`src/rtl/cp_scan_pkg.sv`:
```
package cp_scan_pkg;

    localparam int DW      = 32;
    localparam int OPW     = 4;
    localparam int NREG    = 8;
    localparam int SELW    = $clog2(NREG);
    localparam int CHAIN_W = DW + OPW + 1;

    localparam logic [OPW-1:0] OP_ID        = 4'd0;
    localparam logic [OPW-1:0] OP_INV_CACHE = 4'd8;
    localparam logic [OPW-1:0] OP_INV_TLB   = 4'd9;
    localparam logic [OPW-1:0] OP_INV_ENTRY = 4'd10;

    typedef struct packed {
        logic           rw;
        logic [OPW-1:0] op;
        logic [DW-1:0]  data;
    } scan_pkt_t;

    typedef struct packed {
        logic            we;
        logic [SELW-1:0] sel;
        logic [DW-1:0]   wdata;
    } reg_req_t;

    typedef struct packed {
        logic          cache;
        logic          tlb;
        logic          entry;
        logic [DW-1:0] addr;
    } maint_t;

    function automatic logic is_reg_code(input logic [OPW-1:0] op);
        return op < OPW'(NREG);
    endfunction

endpackage

```
`src/rtl/cp_scan_shift.sv`:
```
module cp_scan_shift
    import cp_scan_pkg::*;
(
    input  logic          tck,
    input  logic          rst,
    input  logic          sel,
    input  logic          capture,
    input  logic          shift,
    input  logic          tdi,
    input  logic [DW-1:0] cap_data,
    output scan_pkt_t     pkt,
    output logic          tdo
);
    logic [CHAIN_W-1:0] sr;
    scan_pkt_t          cap_pkt;

    always_comb begin
        cap_pkt      = '0;
        cap_pkt.data = cap_data;
    end

    always_ff @(posedge tck) begin
        if (rst)
            sr <= '0;
        else if (sel && capture)
            sr <= cap_pkt;
        else if (sel && shift)
            sr <= {tdi, sr[CHAIN_W-1:1]};
    end

    always_ff @(negedge tck) begin
        if (rst)
            tdo <= 1'b0;
        else
            tdo <= sr[0];
    end

    assign pkt = scan_pkt_t'(sr);

    AST_CAPTURE_ZERO_HDR: assert property (@(posedge tck) disable iff (rst)
        sel && capture |=> sr[CHAIN_W-1 -: OPW+1] == '0);
    AST_SHIFT_ENTRY: assert property (@(posedge tck) disable iff (rst)
        sel && !capture && shift |=> sr[CHAIN_W-1] == $past(tdi));
    AST_CHAIN_HOLD: assert property (@(posedge tck) disable iff (rst)
        !(sel && (capture || shift)) |=> $stable(sr));
endmodule

```
`src/rtl/cp_scan_decode.sv`:
```
module cp_scan_decode
    import cp_scan_pkg::*;
(
    input  logic            tck,
    input  logic            rst,
    input  logic            upd,
    input  scan_pkt_t       pkt,
    output reg_req_t        req,
    output maint_t          mnt,
    output logic            rd_valid,
    output logic [SELW-1:0] rd_sel
);
    always_comb begin
        req = '0;
        mnt = '0;
        if (upd && pkt.rw) begin
            if (is_reg_code(pkt.op)) begin
                if (pkt.op != OP_ID) begin
                    req.we    = 1'b1;
                    req.sel   = pkt.op[SELW-1:0];
                    req.wdata = pkt.data;
                end
            end else begin
                case (pkt.op)
                    OP_INV_CACHE: mnt.cache = 1'b1;
                    OP_INV_TLB:   mnt.tlb   = 1'b1;
                    OP_INV_ENTRY: begin
                        mnt.entry = 1'b1;
                        mnt.addr  = pkt.data;
                    end
                    default: ;
                endcase
            end
        end
    end

    always_ff @(posedge tck) begin
        if (rst) begin
            rd_valid <= 1'b0;
            rd_sel   <= '0;
        end else if (upd) begin
            rd_valid <= !pkt.rw && is_reg_code(pkt.op);
            rd_sel   <= pkt.op[SELW-1:0];
        end
    end

    AST_ONE_ACTION: assert property (@(posedge tck) disable iff (rst)
        $onehot0({req.we, mnt.cache, mnt.tlb, mnt.entry}));
    AST_READ_NO_SIDE: assert property (@(posedge tck) disable iff (rst)
        upd && !pkt.rw |-> !req.we && !mnt.cache && !mnt.tlb && !mnt.entry);
endmodule

```
`src/rtl/cp_reg_bank.sv`:
```
module cp_reg_bank
    import cp_scan_pkg::*;
#(
    parameter logic [DW-1:0] ID_VALUE = 32'h4107_7201
) (
    input  logic            tck,
    input  logic            rst,
    input  reg_req_t        req,
    input  logic [SELW-1:0] rd_sel,
    output logic [DW-1:0]   rdata
);
    logic [NREG-1:0][DW-1:0] regs;

    assign regs[0] = ID_VALUE;

    for (genvar g = 1; g < NREG; g++) begin : g_reg
        always_ff @(posedge tck) begin
            if (rst)
                regs[g] <= '0;
            else if (req.we && req.sel == SELW'(g))
                regs[g] <= req.wdata;
        end
    end

    assign rdata = regs[rd_sel];

    AST_NO_ID_WRITE: assert property (@(posedge tck) disable iff (rst)
        req.we |-> req.sel != '0);
    AST_BANK_STABLE: assert property (@(posedge tck) disable iff (rst)
        !req.we |=> $stable(regs));
endmodule

```
`src/rtl/cp_debug_scan.sv`:
```
module cp_debug_scan
    import cp_scan_pkg::*;
#(
    parameter logic [31:0] ID_VALUE = 32'h4107_7201
) (
    input  logic        tck,
    input  logic        rst,
    input  logic        chain_sel,
    input  logic        capture_dr,
    input  logic        shift_dr,
    input  logic        update_dr,
    input  logic        tdi,
    output logic        tdo,
    output logic        cp_we,
    output logic [2:0]  cp_sel,
    output logic [31:0] cp_wdata,
    output logic        inv_cache,
    output logic        inv_tlb,
    output logic        inv_entry,
    output logic [31:0] inv_addr
);
    scan_pkt_t       pkt;
    reg_req_t        req;
    maint_t          mnt;
    logic            rd_valid;
    logic [SELW-1:0] rd_sel;
    logic [DW-1:0]   rdata;
    logic [DW-1:0]   cap_data;
    logic            upd;

    assign upd      = update_dr && chain_sel;
    assign cap_data = rd_valid ? rdata : '0;

    cp_scan_shift u_shift (
        .tck(tck), .rst(rst), .sel(chain_sel), .capture(capture_dr),
        .shift(shift_dr), .tdi(tdi), .cap_data(cap_data), .pkt(pkt), .tdo(tdo)
    );

    cp_scan_decode u_dec (
        .tck(tck), .rst(rst), .upd(upd), .pkt(pkt), .req(req), .mnt(mnt),
        .rd_valid(rd_valid), .rd_sel(rd_sel)
    );

    cp_reg_bank #(.ID_VALUE(ID_VALUE)) u_bank (
        .tck(tck), .rst(rst), .req(req), .rd_sel(rd_sel), .rdata(rdata)
    );

    assign cp_we     = req.we;
    assign cp_sel    = req.sel;
    assign cp_wdata  = req.wdata;
    assign inv_cache = mnt.cache;
    assign inv_tlb   = mnt.tlb;
    assign inv_entry = mnt.entry;
    assign inv_addr  = mnt.addr;

    AST_ACT_AT_UPDATE: assert property (@(posedge tck) disable iff (rst)
        (cp_we || inv_cache || inv_tlb || inv_entry) |-> update_dr && chain_sel);
endmodule

```
`config.mk`:
```
export PLATFORM = sky130hd
export DESIGN_NAME = cp_debug_scan
export DESIGN_NICKNAME = d
export VERILOG_FILES = /design/src/rtl/cp_scan_pkg.sv /design/src/rtl/cp_scan_shift.sv /design/src/rtl/cp_scan_decode.sv /design/src/rtl/cp_reg_bank.sv /design/src/rtl/cp_debug_scan.sv
export SDC_FILE = /design/constraint.sdc
export NUM_CORES = 1
export LEC_CHECK = 0
export BUFFER_PORTS_ARGS = -buffer_cell sky130_fd_sc_hd__buf_2
export CAP_MARGIN = 0
export CELL_PAD_IN_SITES_DETAIL_PLACEMENT = 1
export CELL_PAD_IN_SITES_GLOBAL_PLACEMENT = 1
export CORE_AREA = 3 3 169 171
export DETAILED_ROUTE_END_ITERATION = 12
export DIE_AREA = 0 0 172 174
export PLACE_DENSITY = 0.89
export SLEW_MARGIN = 25
export SYNTH_ARGS = -nofsm -noshare
export SYNTH_HDL_FRONTEND = slang
export SYNTH_SLANG_ARGS = --single-unit
```
`constraint.sdc`:
```
create_clock -name tck -period 3.8 [get_ports tck]
set_input_delay 0.19 -clock tck [delete_from_list [all_inputs] [get_ports tck]]
set_output_delay 0.19 -clock tck [all_outputs]
set_load 0.02 [all_outputs]
```
==> impl_results.md <==
- Final Hold Fails: 0
- Crit end category: primary output
- Finished Layout Cells: 1933
- Startpoint Class: flip-flop
- Status: finished clean
- Maximum VDD drop: 0.283 mV
- Setup violators final: 0
- Setup TNS: 0 ns
- Max Clock Freq: 316 MHz
- Yosys warning count: 0
- Initial Utilization: 45.0%
- Port Buffers: 78
- Post-synth top area share: 43.8%
- Number of CTS-inserted buffers: 29
- Cell family contributing the most delay on the critical path: simple AND/OR/NAND/NOR gates
- Worst EP arrival: 2.98 ns
- DRT antenna net count: 0
- Setup CP Type: flip-flop to primary output
- Rows: 60
- Clock Sinks: 266
- Syn_area_per_cell: 7.65 um^2
- CTS tree: yes
- Routed WL per cell: 21.4 um
- Initial antenna violation count: 0
- Clk slew on worst S/H paths: 0.06 ns
- First-pass GRT wire length: 64.3 mm
- HPWL Detailed: 25.0 mm
- DRT Pass-1 Iters: 5
- Delay of the slowest critical-path stage: 0.69 ns
- Cell taking the most area after synthesis: dfxtp_1
- CP bufs+invs: 3
- WL final: 41.3 mm
- Core Area: 27000 um^2
- H-tree depth: 1
- Routed vias: 11534
- Fin crit share: 83.4%
- Hold slack: 0.0550 ns
- Die H: 174 um
- Dpl cells: 1880
- Clk_skew: 0.0362 ns
- Final nets: 1579
- Longest Clk Path Bufs: 3
- Cts repair resizes: 0
- Synth cell types: 33
- Max-Cap Viols: 0
- Slowest stage cell, crit path: nor2_2
- Pin count of the biggest net entering global routing: 87
- Die area: 29900 um^2
- Pwr/cell area: 431 nW/um^2
- CP required: 3.61 ns
- Min-delay src: rst
- Register Area: 5330 um^2
- Pins Over Slew Limit: 0
- Layout area overhead: 11.9%
- Worst slew pin tran: 1.00 ns
- GR Overflow Total: 0
- Max-slew headroom: 33.1%
- Layout Utilization: 50.4%
- Mapped Area: 12200 um^2
- Synthesized net count: 1597
- Worst min path class: primary input to flip-flop
- Worst-path fanout max: 15
- Seq/Total Area, Yosys: 43.8%
- Clock Latency Late Sink: 0.58 ns
- Number of I/O pins: 79
- Diode count: 0
- LEAKAGE: 4.42 nW
- Gpl congestion: 0.815
- Vias in the first global route: 11849
- DRC viols: 0
- Syn Inst Count: 1590
- 1st-iter DRT viols: 950
- Global Route Usage Sum: 26.7%
- # fillers: 3338
- RSZ-0062 raised after global routing: no
- Total power: 5.86 mW
- Multi-input logic area: 6150 um^2
- CTS Root Buffer Type: clkbuf_16
- Layout cell share with drive strength beyond 1: 10.9%
- #FFs+latches synth: 266
- Top cells by area, synth: dfxtp_1, nand2_1, a21oi_1
- Vias per cell: 5.97
- Cell breakdown of the critical path: inv_1, nand3_1, nor2_2, buf_4, and2_1, buf_2
- CP startpoint: u_shift.pkt[34]
- FF-to-FF Start: u_shift.pkt[0]
- Minimum clock period: 3.17 ns
- DIE WIDTH: 172 um
==> path summary, 6_finish.rpt <==
kind,end,depth (start not counted),slack (ns)
min reg2reg,u_bank.regs[77],2,0.45
max reg2reg,u_shift.tdo,1,1.07
max,inv_addr[13],6,0.63
min,u_bank.regs[155],2,0.06
==> metal layers <==
| metal | GRT usage [%] | vias up | share of wire, % |
|---|---|---|---|
| met5 | 0 | - | 0 |
| met4 | 11.1 | 0 | 3.9 |
| met3 | 2.91 | 111 | 5.6 |
| met2 | 45.8 | 372 | 49 |
| met1 | 33.9 | 5789 | 41 |
| li1 | - | 5262 | - |
==> state kept, by name (all words and copies together) (netlist names) <==
| register | cells |
|---|---|
| u_dec.rd_sel | 3 |
| u_bank.regs | 224 |
| u_shift.tdo | 1 |
| u_shift.pkt | 37 |
| u_dec.rd_valid | 1 |
==> cells in the mapped netlist <==
| cell | n |
|---|---|
| nand4b_2 | 1 |
| a21oi_1 | 271 |
| nand2b_1 | 3 |
| dfxtp_1 | 266 |
| and2_0 | 1 |
| nand2_1 | 501 |
| o2111ai_1 | 22 |
| o21ai_0 | 1 |
| nand3_1 | 5 |
| a211oi_1 | 32 |
| clkbuf_1 | 113 |
| and2_1 | 66 |
| a31oi_1 | 1 |
| mux2i_1 | 106 |
| and4b_1 | 1 |
| nor2_1 | 43 |
| buf_4 | 2 |
| a221oi_1 | 10 |
| nor2b_1 | 24 |
| buf_1 | 4 |
| clkbuf_2 | 1 |
| o31a_1 | 1 |
| inv_1 | 2 |
| o21bai_1 | 1 |
| a22oi_1 | 5 |
| and3_1 | 3 |
| or3_1 | 6 |
| o21a_1 | 23 |
| buf_2 | 41 |
| nor3_1 | 12 |
| buf_6 | 6 |
| nor3_2 | 6 |
| o22ai_1 | 10 |
==> logic make-up after synthesis <==
| group | Yosys count | share of synthesized area, % |
|---|---|---|
| buffers and inverters | 169 | 6.08 |
| multiplexers | 106 | 8.73 |
| AO/OA/AOI/OAI | 377 | 17.9 |
| AND/OR/NAND/NOR | 672 | 23.5 |
| flip-flops | 266 | 43.8 |
==> per-stage QoR <==
| step | setup slack (ns) | cell area (um^2) |
|---|---|---|
| 2_1_floorplan | 1.11 | 12200 |
| 3_3_place_gp | 1.08 | 12700 |
| 3_5_place_dp | 1.07 | 12700 |
| 4_1_cts | 0.615 | 13600 |
| 5_1_grt | 0.515 | 13600 |
| 6_report | 0.632 | 13600 |
==> power breakdown <==
part	switching, mW	leakage [nW]	internal (mW)
clock network	1.15	0.467	1.65
registers	0.0821	2.15	2.81
logic	0.119	1.80	0.0535
==> cell usage in the layout, fill, tap and decap left out, drive strengths merged <==
master       synthesis  layout
a221oi              10      10
o21bai               1       1
clkinv               0       6
a21oi              271     271
mux2i              106     106
nand4b               1       1
and3                 3       3
o2111ai             22      22
inv                  2       2
nor2                43      43
o21a                23      23
nand2b               3       3
nor3                18      18
nand3                5       5
and2                67      67
a22oi                5       5
dfxtp              266     266
dlygate4sd3          0       2
nand2              501     501
bufinv               0       2
o22ai               10      10
or3                  6       6
buf                 53     116
clkbuf             114      43
a31oi                1       1
a211oi              32      32
o31a                 1       1
o21ai                1       1
nor2b               24      24
and4b                1       1
==> cell type report <==
class | count | share of cell area [%]
clock buffers | 43 | 6.16
clock inverters | 9 | 0.690
multi-input cells | 1155 | 45.2
well taps | 341 | 3.14
flip-flops and latches | 266 | 39.2
inverters | 1 | 0.0276
repair buffers | 118 | 5.62
==> timing repair <==
item                                   in CTS  in global routing
hold buffers                                2                  0
buffers inserted                            0                  0
endpoints found under the hold margin       2                  0
Note: power is estimated with default switching activity, not from simulation.
